==> src/rtl/i2c_stop_pkg.sv <==
package i2c_stop_pkg;

  typedef enum logic [2:0] {
    ST_IDLE,
    ST_SDA_DRIVE,
    ST_SETUP,
    ST_SCL_REL,
    ST_SCL_HIGH,
    ST_SDA_REL,
    ST_TAIL
  } stop_state_e;

  // states that wait for a sampled pin level; the baud counter is held at reload
  function automatic logic is_pin_wait(stop_state_e s);
    return (s == ST_SDA_DRIVE) || (s == ST_SCL_REL) || (s == ST_SDA_REL);
  endfunction

  // states that last exactly one baud period
  function automatic logic is_timed(stop_state_e s);
    return (s == ST_SETUP) || (s == ST_SCL_HIGH) || (s == ST_TAIL);
  endfunction

  function automatic logic pulls_sda(stop_state_e s);
    return (s == ST_SDA_DRIVE) || (s == ST_SETUP) ||
           (s == ST_SCL_REL)   || (s == ST_SCL_HIGH);
  endfunction

  function automatic logic pulls_scl(stop_state_e s);
    return (s == ST_SDA_DRIVE) || (s == ST_SETUP);
  endfunction

endpackage

==> src/rtl/i2c_stop_brg.sv <==
module i2c_stop_brg #(
  parameter int BRG_W = 8
) (
  input  logic             clk,
  input  logic             rst_n,
  input  logic [BRG_W-1:0] reload,
  input  logic             load,
  input  logic             run,
  output logic [BRG_W-1:0] cnt,
  output logic             expire
);

  localparam logic [BRG_W-1:0] ZERO = '0;

  always_ff @(posedge clk or negedge rst_n) begin
    if (!rst_n)
      cnt <= ZERO;
    else if (load)
      cnt <= reload;
    else if (run && (cnt != ZERO))
      cnt <= cnt - 1'b1;
  end

  assign expire = run && (cnt == ZERO);

endmodule

==> src/rtl/i2c_stop_bus_mon.sv <==
module i2c_stop_bus_mon (
  input  logic clk,
  input  logic rst_n,
  input  logic sda_in,
  input  logic scl_in,
  output logic sda_s,
  output logic scl_s,
  output logic stop_evt,
  output logic start_evt,
  output logic stop_seen,
  output logic start_seen
);

  logic sda_d;

  // single sampling stage; idle bus reads high
  always_ff @(posedge clk or negedge rst_n) begin
    if (!rst_n) begin
      sda_s <= 1'b1;
      scl_s <= 1'b1;
      sda_d <= 1'b1;
    end else begin
      sda_s <= sda_in;
      scl_s <= scl_in;
      sda_d <= sda_s;
    end
  end

  assign stop_evt  = scl_s &&  sda_s && !sda_d;
  assign start_evt = scl_s && !sda_s &&  sda_d;

  always_ff @(posedge clk or negedge rst_n) begin
    if (!rst_n) begin
      stop_seen  <= 1'b0;
      start_seen <= 1'b0;
    end else if (stop_evt) begin
      stop_seen  <= 1'b1;
      start_seen <= 1'b0;
    end else if (start_evt) begin
      stop_seen  <= 1'b0;
      start_seen <= 1'b1;
    end
  end

endmodule

==> src/rtl/i2c_stop_fsm.sv <==
module i2c_stop_fsm
  import i2c_stop_pkg::*;
(
  input  logic        clk,
  input  logic        rst_n,
  input  logic        stop_req,
  input  logic        bus_held,
  input  logic        sda_s,
  input  logic        scl_s,
  input  logic        stop_evt,
  input  logic        expire,
  output stop_state_e state,
  output logic        stop_en,
  output logic        sda_oe,
  output logic        scl_oe,
  output logic        brg_load,
  output logic        brg_run,
  output logic        seq_done
);

  stop_state_e nxt;
  logic        accept;

  assign accept   = (state == ST_IDLE) && !stop_en && stop_req && bus_held;
  assign seq_done = (state == ST_TAIL) && expire;

  always_comb begin
    nxt = state;
    unique case (state)
      ST_IDLE:      if (accept)   nxt = ST_SDA_DRIVE;
      ST_SDA_DRIVE: if (!sda_s)   nxt = ST_SETUP;
      ST_SETUP:     if (expire)   nxt = ST_SCL_REL;
      ST_SCL_REL:   if (scl_s)    nxt = ST_SCL_HIGH;
      ST_SCL_HIGH:  if (expire)   nxt = ST_SDA_REL;
      ST_SDA_REL:   if (stop_evt) nxt = ST_TAIL;
      ST_TAIL:      if (expire)   nxt = ST_IDLE;
      default:                    nxt = ST_IDLE;
    endcase
  end

  always_ff @(posedge clk or negedge rst_n) begin
    if (!rst_n) begin
      state   <= ST_IDLE;
      stop_en <= 1'b0;
    end else begin
      state <= nxt;
      if (accept)
        stop_en <= 1'b1;
      else if (seq_done)
        stop_en <= 1'b0;
    end
  end

  assign brg_load = is_pin_wait(state);
  assign brg_run  = is_timed(state);
  assign sda_oe   = pulls_sda(state);
  assign scl_oe   = pulls_scl(state);

endmodule

==> src/rtl/i2c_stop_sequencer.sv <==
module i2c_stop_sequencer
  import i2c_stop_pkg::*;
#(
  parameter int BRG_W  = 8,
  parameter int DATA_W = 8
) (
  input  logic              clk,
  input  logic              rst_n,
  input  logic              stop_req,
  input  logic              bus_held,
  input  logic [BRG_W-1:0]  brg_reload,
  input  logic              sda_in,
  input  logic              scl_in,
  output logic              sda_oe,
  output logic              scl_oe,
  input  logic              buf_wr,
  input  logic [DATA_W-1:0] buf_wdata,
  input  logic              clr_wcol,
  input  logic              clr_irq,
  output logic              stop_en,
  output logic              start_seen,
  output logic              stop_seen,
  output logic              irq_flag,
  output logic              wcol,
  output logic [DATA_W-1:0] buf_data
);

  logic             sda_s, scl_s, stop_evt, start_evt;
  logic             brg_load, brg_run, expire, seq_done;
  logic [BRG_W-1:0] brg_cnt;
  stop_state_e      state;
  logic             scl_wait;

  i2c_stop_bus_mon u_mon (
    .clk        (clk),
    .rst_n      (rst_n),
    .sda_in     (sda_in),
    .scl_in     (scl_in),
    .sda_s      (sda_s),
    .scl_s      (scl_s),
    .stop_evt   (stop_evt),
    .start_evt  (start_evt),
    .stop_seen  (stop_seen),
    .start_seen (start_seen)
  );

  i2c_stop_brg #(.BRG_W(BRG_W)) u_brg (
    .clk    (clk),
    .rst_n  (rst_n),
    .reload (brg_reload),
    .load   (brg_load),
    .run    (brg_run),
    .cnt    (brg_cnt),
    .expire (expire)
  );

  i2c_stop_fsm u_fsm (
    .clk      (clk),
    .rst_n    (rst_n),
    .stop_req (stop_req),
    .bus_held (bus_held),
    .sda_s    (sda_s),
    .scl_s    (scl_s),
    .stop_evt (stop_evt),
    .expire   (expire),
    .state    (state),
    .stop_en  (stop_en),
    .sda_oe   (sda_oe),
    .scl_oe   (scl_oe),
    .brg_load (brg_load),
    .brg_run  (brg_run),
    .seq_done (seq_done)
  );

  // named event for the checker: waiting for released SCL to read high
  assign scl_wait = (state == ST_SCL_REL);

  always_ff @(posedge clk or negedge rst_n) begin
    if (!rst_n) begin
      irq_flag <= 1'b0;
      wcol     <= 1'b0;
      buf_data <= '0;
    end else begin
      if (seq_done)
        irq_flag <= 1'b1;
      else if (clr_irq)
        irq_flag <= 1'b0;

      if (buf_wr && stop_en)
        wcol <= 1'b1;
      else if (clr_wcol)
        wcol <= 1'b0;

      if (buf_wr && !stop_en)
        buf_data <= buf_wdata;
    end
  end

endmodule

==> config.mk <==
export PLATFORM = sky130hd
export DESIGN_NAME = i2c_stop_sequencer
export DESIGN_NICKNAME = d
export VERILOG_FILES = /design/src/rtl/i2c_stop_pkg.sv /design/src/rtl/i2c_stop_brg.sv /design/src/rtl/i2c_stop_bus_mon.sv /design/src/rtl/i2c_stop_fsm.sv /design/src/rtl/i2c_stop_sequencer.sv
export SDC_FILE = /design/constraint.sdc
export NUM_CORES = 1
export LEC_CHECK = 0
export BUFFER_PORTS_ARGS = -buffer_cell sky130_fd_sc_hd__buf_2
export CORE_MARGIN = 2
export CORE_UTILIZATION = 45
export CTS_BUF_LIST = sky130_fd_sc_hd__clkbuf_4 sky130_fd_sc_hd__clkbuf_8 sky130_fd_sc_hd__clkbuf_16
export CTS_CLUSTER_DIAMETER = 80
export DETAILED_ROUTE_END_ITERATION = 8
export PLACE_DENSITY = 0.74
export SETUP_SLACK_MARGIN = 0.15
export SYNTH_ARGS = -nofsm -noshare
export SYNTH_HDL_FRONTEND = slang
export SYNTH_SLANG_ARGS = --single-unit
==> constraint.sdc <==
create_clock -name clk -period 1.6 [get_ports clk]
set_input_delay 0.16 -clock clk [delete_from_list [all_inputs] [get_ports clk]]
set_output_delay 0.16 -clock clk [all_outputs]
set_load 0.02 [all_outputs]
# --- Word level (Yosys, flattened, before mapping) ---
# Cells that the tools add are included.
totals:
  in_bits: 25
  wordCells: 76
  reg_bits: 27
  out_inout_bits: 15
op_classes:
  n_addsub: 1
  mux: 20
  eq_ne: 13
  reduce_logical: 31
op_table:
  columns: ["cell", "count"]
  rows:
  - ["3-bit 2-to-1 mux", 7]
  - ["3-bit one-hot mux with 7 select lines", 1]
  - ["8-bit 2-to-1 mux", 2]
  - ["1-bit logical AND", 12]
  - ["1-bit 2-to-1 mux", 10]
  - ["2-bit by 1-bit inequality test with 1-bit output, second input constant", 5]
  - ["2-bit nonzero test", 5]
  - ["3-bit == test, second input constant", 3]
  - ["8-bit zero test", 1]
  - ["8-bit nonzero test", 1]
  - ["8-bit by 1-bit subtractor with 8-bit output, second input constant", 1]
  - ["1-bit logical OR", 7]
  - ["7-bit AND reduction", 1]
  - ["3-bit by 2-bit == test with 1-bit output, second input constant", 2]
  - ["2-bit inequality test, second input constant", 2]
  - ["3-bit by 1-bit == test with 1-bit output, second input constant", 1]
  - ["1-bit zero test", 3]
  - ["3-bit zero test", 1]

# --- Logic depth before layout (Yosys ltp) ---
# Gate-level depths: netlist of run 1.
depth:
  word_depth: 7
  ltp_mapped: 6

# --- By module ---
# From an unflattened synthesis of run 1, not the netlist that was laid out.
hier_totals:
  hier_cells: 135
  hier_area_um2: 1461.4
by_module_without_submodules:
  columns: ["mod", "cells_each", "n_inst", "area_each_um2"]
  rows:
  - ["i2c_stop_brg", 56, 1, 550.5]
  - ["i2c_stop_sequencer", 25, 1, 419.2]
  - ["i2c_stop_fsm", 38, 1, 306.5]
  - ["i2c_stop_bus_mon", 16, 1, 185.2]

# --- Least setup slack after synthesis of run 1 ---
# Ideal clock, no wire load.
synth_path:
  path_kind: "flip-flop to flip-flop"
  start: "reg u_brg.cnt[4]"
  end: "reg u_brg.cnt[5]"
  period_less_slack_ns: 1.718
  arrival_ns: 1.595
  stages_incl_launch_ff: 5
  setup_slack_ns: -0.118
  t_required_ns: 1.476
  path_cell_list: "dfrtp_1 -> or4_4 -> o2111a_2 -> nor3b_1 -> a211o_1"
synth_between:
  elab_chain_cells: 3
  word_cells_on_any_way: 6
synth_lines:
  columns: ["item", "line_no", "source"]
  rows:
  - ["from (decl)", "i2c_stop_brg.sv:9", "output logic [BRG_W-1:0] cnt,"]
  - ["from (signal assigned)", "i2c_stop_brg.sv:19", "cnt <= reload;"]
  - ["from (signal assigned)", "i2c_stop_brg.sv:21", "cnt <= cnt - 1'b1;"]
  - ["8-bit by 1-bit subtractor with 8-bit output / 8-bit nonzero test (equally long branches)", "i2c_stop_brg.sv:21, i2c_stop_brg.sv:20", null]
  - ["8-bit 2-to-1 mux / 1-bit logical AND (equally long branches)", "i2c_stop_brg.sv:20", "else if (run && (cnt != ZERO))"]
  - ["8-bit 2-to-1 mux / 2-bit nonzero test (equally long branches)", null, null]
# Several ways; a longest one is shown, not always the timed one. The select of a mux whose other input is x is not followed.
# A chain may end at the register's enable or synchronous reset.

# --- Worst setup path in the final report of run 1 ---
layout_path:
  start: "reg u_brg.cnt[6]"
  end: "reg u_brg.cnt[5]"
layout_between:
  elab_chain_cells: 3
layout_lines:
  columns: ["item", "line_no"]
  rows:
  - ["8-bit nonzero test", "i2c_stop_brg.sv:20"]
  - ["1-bit logical AND", "i2c_stop_brg.sv:20"]
  - ["2-bit nonzero test (no source line)", null]
# Every way passes these cells.

==> flow_metrics.tcl, run 1 <==
set metrics [dict create \
    grtUsageTotal 0.200 \
    status "finished with violations" \
    hold_depth 3 \
    grt_first_pass_wirelength_um 5200 \
    ff2ff_setup_slack_ns -0.12 \
    min_from "brg_reload[0]" \
    die_y_um 58.4 \
    final-instance-count-excl-fill 234 \
    worstSetupPathType "reg -> reg" \
    leakage_nw 0.952 \
    htree_levels 1 \
    yosys_warnings 0 \
    ys_ff_latch 27 \
    arrival_ns 1.97 \
    yosys.area.top_type "dfrtp_1" \
    gr-total-overflow 0 \
    numCtsBuffers 3 \
    wire_per_inst_um 15.9 \
    multi_input_area_um2 763 \
    layout-drive-gt1-share 0.571 \
    violations "negative setup slack" \
    syn_nets 154 \
    synth_top_area_share 0.451 \
    hold_violations 0 \
    timing.setup.tns_ns -0.310 \
    port_buffers 39 \
    drt_wl_total_um 3710 \
    syn_area_per_cell_um2 10.5 \
    vias 1289 \
    clock_latency_ns 0.35 \
    syn_to_final_growth_pct 55.0 \
    nets 231 \
    ir_drop_uv 1390 \
    rsz0062_at_grt "true" \
    syn_inst 127 \
    powerDensity_nw_per_um2 1910 \
    r2r-start "u_brg.cnt[6]$_DFFE_PN0P_" \
    dieArea_um2 3410 \
    syn_area_um2 1330 \
    startpoint_type "register" \
    detail-route-antenna-nets 0 \
    max-cap-violations 0 \
    crit_slowest_cell "or4_4" \
    cts_buffer_depth 2 \
    fmax_ghz 0.580 \
    drtPass1Iterations 4 \
    reg2regPathDepth 4 \
    async_reset_ff_frac 1.00 \
    fin_crit_ns 1.72 \
    mostFrequentLayoutCells "38 x buf_2, 25 x buf_4, 24 x dfrtp_1, 11 x nor2_1" \
    critPathMaxFanout 2 \
    n_antenna_cell 0 \
    cts_tree "yes" \
    path_cells "or4_4, o2111a_2, nor3b_2, a211o_1" \
    crit_family "simple AND/OR/NAND/NOR gates" \
    root_buffer "clkbuf_4" \
    period_share 1.08 \
    r2r-end "u_brg.cnt[5]$_DFFE_PN0P_" \
    hold_path.class "in -> reg" \
    core_um2 2780 \
    crit_buf_inv 0 \
    final_util 0.742 \
    drv_slew 0 \
    drtIter0Drc 32 \
    drc 0 \
    synthTopCellsByArea "dfrtp_1 45%, mux2_2 6.8%, dfstp_2 5.9%" \
    seqCellArea_um2 679 \
    fillers 171 \
    synth-edff-count 0 \
    row_count 19 \
    clock-sinks 27 \
    finClkSkew_ns 0.00710 \
    synth-seq-area-share 0.510 \
    antenna_found_initial 0 \
    cpPeakStageDelay_ns 0.57 \
    post-place-cells 212 \
    cp.required_ns 1.85 \
    first_global_vias 1178 \
    initial_core_util 0.479 \
    synth_cell_types 43 \
    hpwlAfterDp_um 2190 \
    worst_pin_slew_ns 0.602 \
    relSlewSlack 0.599 \
    gp_congestion 0.807 \
    chipWidth_um 58.4 \
    synth_top_flop_cell "dfrtp_1" \
    via_per_inst 5.51 \
    final_common_cell "buf_2" \
    cts.clk_slew.worst_paths_ns 0.15 \
    grt_max_degree 28 \
    finalSetupViolations 4 \
    worst_slack_ns -0.123 \
    critPathCaptureType "register" \
    whs_endpoint "u_brg.cnt[0]$_DFFE_PN0P_" \
    ios 40 \
]
synth_stat cells (2+ instances only):
cell and number:
o21ai_0 10, nor3_1 2, dfstp_2 3, nor3b_1 2, xnor2_1 3, nand2_1 6, ha_1 2, inv_1 9
nand3_1 3, mux2_2 8, nor2_1 12, a31oi_1 2, o311ai_0 2, dfrtp_1 24, a21oi_1 11
worst max-delay path by stage:
stage	start	endpoint	slack (ns)	cells after the start
floorplan	u_brg.cnt[5]$_DFFE_PN0P_	u_brg.cnt[5]$_DFFE_PN0P_	-0.07	4
global placement	u_brg.cnt[1]$_DFFE_PN0P_	u_brg.cnt[4]$_DFFE_PN0P_	-0.03	6
detailed placement	u_brg.cnt[1]$_DFFE_PN0P_	u_brg.cnt[4]$_DFFE_PN0P_	-0.1	6
CTS	u_brg.cnt[6]$_DFFE_PN0P_	u_brg.cnt[5]$_DFFE_PN0P_	-0.07	4
global route	u_brg.cnt[6]$_DFFE_PN0P_	u_brg.cnt[5]$_DFFE_PN0P_	-0.15	4
finish	u_brg.cnt[6]$_DFFE_PN0P_	u_brg.cnt[5]$_DFFE_PN0P_	-0.12	4
repair_timing:
| action | 4_1_cts | 5_1_grt |
|---|---|---|
| pin swaps | 14 | 11 |
| hold buffers | 5 | 0 |
| gates resized for setup | 27 | 22 |
| hold endpoints to repair | 28 | 0 |
| endpoints found under the setup margin | 15 | 15 |
| setup buffers | 2 | 11 |
routing by layer:
metal  wire (um)  GRT usage
met4         103     0.0598
met5           0          0
met1        1490      0.251
met3         266     0.0374
met2        1850      0.348
sequential cells by signal, indices dropped and copies added (netlist names):
| register | flops |
|---|---|
| u_brg.cnt | 8 |
| u_fsm.stop_en | 1 |
| buf_data | 8 |
| u_mon.stop_seen | 1 |
| wcol | 1 |
| u_mon.sda_s | 1 |
| u_mon.scl_s | 1 |
| irq_flag | 1 |
| u_fsm.state | 3 |
| u_mon.sda_d | 1 |
| u_mon.start_seen | 1 |
final cells by class:
class                           instances  area share
Timing Repair Buffer                   76       0.251
Multi-Input combinational cell         87       0.370
Clock inverter                          1     0.00364
Sequential cell                        27       0.329
Clock buffer                            3      0.0109
Inverter                                9      0.0164
Tap cell                               31      0.0188
report_power, final:
part / switching [W] / internal [W]
clock: 0.000221 / 0.0000963
sequential: 0.000198 / 0.000914
combinational: 0.00125 / 0.00126
logic make-up after synthesis:
logic type	after synthesis	share of synthesized area
multiplexers	9	0.0752
buffers and inverters	13	0.0498
XOR/XNOR	3	0.0197
AO/OA/AOI/OAI	38	0.191
AND/OR/NAND/NOR	35	0.135
adder cells (fa/ha/maj)	2	0.0188
flip-flops	27	0.510
worst reg2reg max path, stage by stage, from the launching register on:
cell and delay [ns]:
dfrtp_1 0.43, or4_4 0.58, o2111a_2 0.27, nor3b_2 0.15
a211o_1 0.21
through the flow:
stage	hold WS (ns)	worst slack [ns]	area, um2	power (W)
after CTS	0.0287	-0.0707	1890	0.00342
after floorplan	-0.136	-0.0705	1340	0.00215
after global placement	0.193	-0.0263	1690	0.00271
after global routing	0.0239	-0.154	2060	0.00417
final	0.0259	-0.123	2060	0.00394
after detailed placement	0.202	-0.0972	1690	0.00278
Note: power is estimated with default switching activity, not from simulation.
==> run 2: changes to the inputs <==
Settings changed: RECOVER_POWER from default to 100.
==> run 2 against run 1 <==
Routed wire length fell by 0.27%. Clock skew is 0.00078 ns higher. Largest power group unchanged. Clock-buffer cell count stayed put. Global-route usage stayed put. Non-clock buffer count is the same. Sequential power is essentially flat. First-iteration DRC count is 34% lower. Die area did not move. The run still ends with negative setup slack left. Cell count unchanged. Critical path depth stayed put. Utilization decreased by 1.8 points. Worst hold slack lost 0.0016 ns.
==> flow_metrics.tcl, run 2 (synthesis gave the netlist of run 1 again) <==
set metrics [dict create \
    placed_area_um2 1690 \
    total_power_w 0.00387 \
    hold_slack_ns 0.0243 \
    ir_drop_uv 1350 \
    dieArea_um2 3410 \
    detail-route-antenna-nets 0 \
    hpwlAfterDp_um 2190 \
    row_count 19 \
    drv_slew 0 \
    crit_start "u_brg.cnt[6]$_DFFE_PN0P_" \
    finalSetupViolations 4 \
    vias 1288 \
    drc 0 \
    initial_core_util 0.479 \
    max-cap-violations 0 \
    critPathMaxFanout 2 \
    layout-drive-gt1-share 0.478 \
    antenna_found_initial 0 \
    worst_pin_slew_ns 0.671 \
    gr-total-overflow 0 \
    hold_violations 0 \
    cts_tree "yes" \
    n_antenna_cell 0 \
    mostFrequentLayoutCells "24 x dfrtp_1, 24 x buf_2, 23 x buf_4, 16 x clkbuf_1, 11 x nor2_1" \
    reg2regPathDepth 4 \
    cts_buffer_depth 2 \
    arrival_ns 1.97 \
    fmax_ghz 0.582 \
    endpoint "u_brg.cnt[5]$_DFFE_PN0P_" \
    timing.setup.tns_ns -0.291 \
    cts.clk_slew.worst_paths_ns 0.15 \
    via_per_inst 5.50 \
    rsz0062_at_grt "true" \
    first_global_vias 1178 \
    final_util 0.724 \
    grtUsageTotal 0.200 \
    cp.required_ns 1.85 \
    grt_first_pass_wirelength_um 5200 \
    port_buffers 39 \
    violations "negative setup slack" \
    drt_wl_total_um 3700 \
    numCtsBuffers 3 \
    worstSetupPathType "reg -> reg" \
    r2r-end "u_brg.cnt[5]$_DFFE_PN0P_" \
    ios 40 \
    period_share 1.07 \
    gp_congestion 0.807 \
    clock-sinks 27 \
    leakage_nw 0.892 \
    chipWidth_um 58.4 \
    worst_slack_ns -0.119 \
    critPathCaptureType "register" \
    syn_to_final_growth_pct 51.2 \
    drtPass1Iterations 4 \
    design_area_um2 2010 \
    relSlewSlack 0.553 \
    htree_levels 1 \
    wire_per_inst_um 15.8 \
    die_y_um 58.4 \
    root_buffer "clkbuf_4" \
    fillers 189 \
    hold_path.class "in -> reg" \
    r2r-start "u_brg.cnt[6]$_DFFE_PN0P_" \
    clock_latency_ns 0.35 \
    finClkSkew_ns 0.00788 \
    powerDensity_nw_per_um2 1920 \
    drtIter0Drc 21 \
    status "finished with violations" \
    startpoint_type "register" \
    core_um2 2780 \
    fin_crit_ns 1.72 \
    largestRegisters "buf_data x8, u_brg.cnt x8, u_fsm.state x3" \
    nets 231 \
    grt_max_degree 28 \
    ff2ff_setup_slack_ns -0.12 \
]
## run 2: metrics by stage
step / instances / setup WS [ns]
after CTS: 223 / -0.0707
final: 234 / -0.119
after global routing: 234 / -0.154
after detailed placement: 212 / -0.0972
after global placement: 212 / -0.0263
after floorplan: 127 / -0.0705
## run 2: routing by layer
layer  share of wire  track usage
met1            0.41        0.251
met2            0.50        0.348
met3           0.061       0.0374
met4           0.026       0.0598
met5               0            0
## run 2: final cells by class
cell class                      instances  area (um2)  share of cell area
Clock buffer                            3        22.5              0.0112
Clock inverter                          1        7.51             0.00373
Inverter                                9        33.8              0.0168
Multi-Input combinational cell         87         744               0.370
Sequential cell                        27         679               0.337
Tap cell                               31        38.8              0.0193
Timing Repair Buffer                   76         487               0.242
## run 2: report_power, final
group	internal [W]	total (W)	leakage, nW	switching, W
clock network	0.0000963	0.000321	0.0139	0.000225
registers	0.000913	0.00110	0.317	0.000192
logic	0.00121	0.00245	0.562	0.00124
## run 2: what timing repair did
action                                  4_1_cts  5_1_grt
hold endpoints to repair                     28        0
gates resized for setup                      27       22
buffers inserted                              2       11
pin swaps                                    14       11
endpoints found under the setup margin       15       15
hold buffers                                  5        0
## run 2: worst min path at each step
stage                        startpoint                  endpoint  slack (ns)  depth (start not counted)
after CTS                 brg_reload[5]  u_brg.cnt[5]$_DFFE_PN0P_        0.03                          2
after global routing       buf_wdata[2]   buf_data[2]$_DFFE_PN0P_        0.02                          2
final                     brg_reload[0]  u_brg.cnt[0]$_DFFE_PN0P_        0.02                          3
after global placement            rst_n  u_brg.cnt[3]$_DFFE_PN0P_        0.19                          1
after floorplan                   rst_n   buf_data[0]$_DFFE_PN0P_       -0.14                          0
after detailed placement          rst_n  u_brg.cnt[3]$_DFFE_PN0P_        0.20                          1
## run 2: critical path, cell delays in order, from the launching register on
cell and delay (ns):
dfrtp_1 0.43, or4_4 0.57, o2111a_2 0.27, nor3b_2 0.15
a211o_1 0.21
==> run 3: changes to the inputs <==
Settings changed: CTS_CLUSTER_DIAMETER 80 to 40, HOLD_SLACK_MARGIN from default to 0.12.
==> run 3 against run 2 <==
The run still ends with negative setup slack left. Global-route usage is 2.6 points higher. First-iteration DRC count is 120% higher. Clock skew is 0.0027 ns lower. Sequential power hardly changed. Largest cell class unchanged. Die area stayed put. Power is 1.5% higher.
==> flow_metrics.tcl, run 3 (synthesis gave the netlist of run 1 again) <==
set metrics [dict create \
    root_buffer "clkbuf_4" \
    cts.clk_slew.worst_paths_ns 0.16 \
    worstSetupPathType "reg -> reg" \
    timing.setup.tns_ns -0.349 \
    die_y_um 58.4 \
    cp.required_ns 1.85 \
    n_antenna_cell 0 \
    fin_crit_ns 1.74 \
    core_um2 2780 \
    final-instance-count-excl-fill 249 \
    initial_core_util 0.479 \
    post-place-cells 212 \
    antenna_found_initial 0 \
    via_per_inst 5.61 \
    worst_pin_slew_ns 0.676 \
    relSlewSlack 0.549 \
    syn_to_final_growth_pct 63.7 \
    final_util 0.784 \
    startpoint_type "register" \
    grtUsageTotal 0.225 \
    wire_per_inst_um 17.0 \
    rsz0062_at_grt "true" \
    layout-drive-gt1-share 0.440 \
    drtIter0Drc 47 \
    critPathMaxFanout 2 \
    chipWidth_um 58.4 \
    clock-sinks 27 \
    worst_slack_ns -0.139 \
    hold_slack_ns 0.178 \
    largestRegisters "buf_data x8, u_brg.cnt x8, u_fsm.state x3" \
    cts_tree "yes" \
    powerDensity_nw_per_um2 1800 \
    detail-route-antenna-nets 0 \
    fmax_ghz 0.575 \
    drt_wl_total_um 4240 \
    max-cap-violations 0 \
    finClkSkew_ns 0.00523 \
    hold_violations 0 \
    drtPass1Iterations 4 \
    mostFrequentLayoutCells "24 x dfrtp_1, 24 x buf_2, 22 x buf_4, 21 x dlygate4sd3_1, 15 x clkbuf_1" \
    dieArea_um2 3410 \
    cts_buffer_depth 2 \
    first_global_vias 1283 \
    grt_first_pass_wirelength_um 5830 \
    vias 1397 \
    hpwlAfterDp_um 2190 \
    leakage_nw 0.965 \
    arrival_ns 1.99 \
    drc 0 \
    nets 246 \
    violations "negative setup slack" \
    row_count 19 \
    hold_path.class "in -> reg" \
    ios 40 \
    ir_drop_uv 1370 \
    status "finished with violations" \
    htree_levels 1 \
    critPathCaptureType "register" \
    finalSetupViolations 5 \
    period_share 1.09 \
    total_power_w 0.00393 \
    grt_max_degree 28 \
    drv_slew 0 \
    numCtsBuffers 3 \
    gp_congestion 0.807 \
    clock_latency_ns 0.35 \
    gr-total-overflow 0 \
    port_buffers 39 \
]
run 3: layout make-up:
type	instances	area, um2
flip-flops and latches	27	679
well taps	31	38.8
repair buffers	91	647
clock inverters	1	7.51
inverters	9	33.8
multi-input cells	87	751
fillers	159	602
clock buffers	3	22.5
run 3: path summary, 6_finish.rpt:
| kind | start | end | slack (ns) | cells after the start |
|---|---|---|---|---|
| max reg2reg | u_brg.cnt[6]$_DFFE_PN0P_ | u_brg.cnt[5]$_DFFE_PN0P_ | -0.14 | 4 |
| min in group asynchronous | rst_n | buf_data[0]$_DFFE_PN0P_ | 0.36 | 2 |
| min reg2reg | u_mon.sda_s$_DFF_PN1_ | u_mon.sda_d$_DFF_PN1_ | 0.45 | 0 |
| min | stop_req | u_fsm.stop_en$_DFFE_PN0P_ | 0.18 | 4 |
| max in group asynchronous | rst_n | u_brg.cnt[2]$_DFFE_PN0P_ | 0.81 | 2 |
| max | u_brg.cnt[6]$_DFFE_PN0P_ | u_brg.cnt[5]$_DFFE_PN0P_ | -0.14 | 4 |
run 3: metal layers:
metal / share of wire / GRT usage / vias up
li1: - / - / 637
met1: 0.39 / 0.267 / 693
met2: 0.53 / 0.409 / 58
met3: 0.060 / 0.0440 / 9
met4: 0.019 / 0.0698 / 0
met5: 0 / 0 / -
run 3: through the flow:
| step | setup slack [ns] | area [um2] |
|---|---|---|
| floorplan | -0.0705 | 1340 |
| global placement | -0.0263 | 1690 |
| detailed placement | -0.0972 | 1690 |
| CTS | -0.0707 | 2050 |
| global route | -0.164 | 2180 |
| finish | -0.139 | 2180 |
run 3: power by group:
group          internal, W  leakage, nW  switching, W
sequential        0.000913        0.317      0.000217
combinational      0.00121        0.634       0.00126
clock            0.0000962       0.0139      0.000227
run 3: worst max-delay path, cell delays in order (launching register included):
cell and delay (ns):
dfrtp_1 0.42, or4_4 0.56, o2111a_2 0.27, nor3b_2 0.15, a211o_1 0.23
run 3: what timing repair did:
item	in CTS	in global routing
setup buffers	2	9
pin swaps	14	7
resized for setup	27	21
hold endpoints to repair	43	0
endpoints found under the setup margin	15	15
hold buffers	21	0
gates cloned	0	1
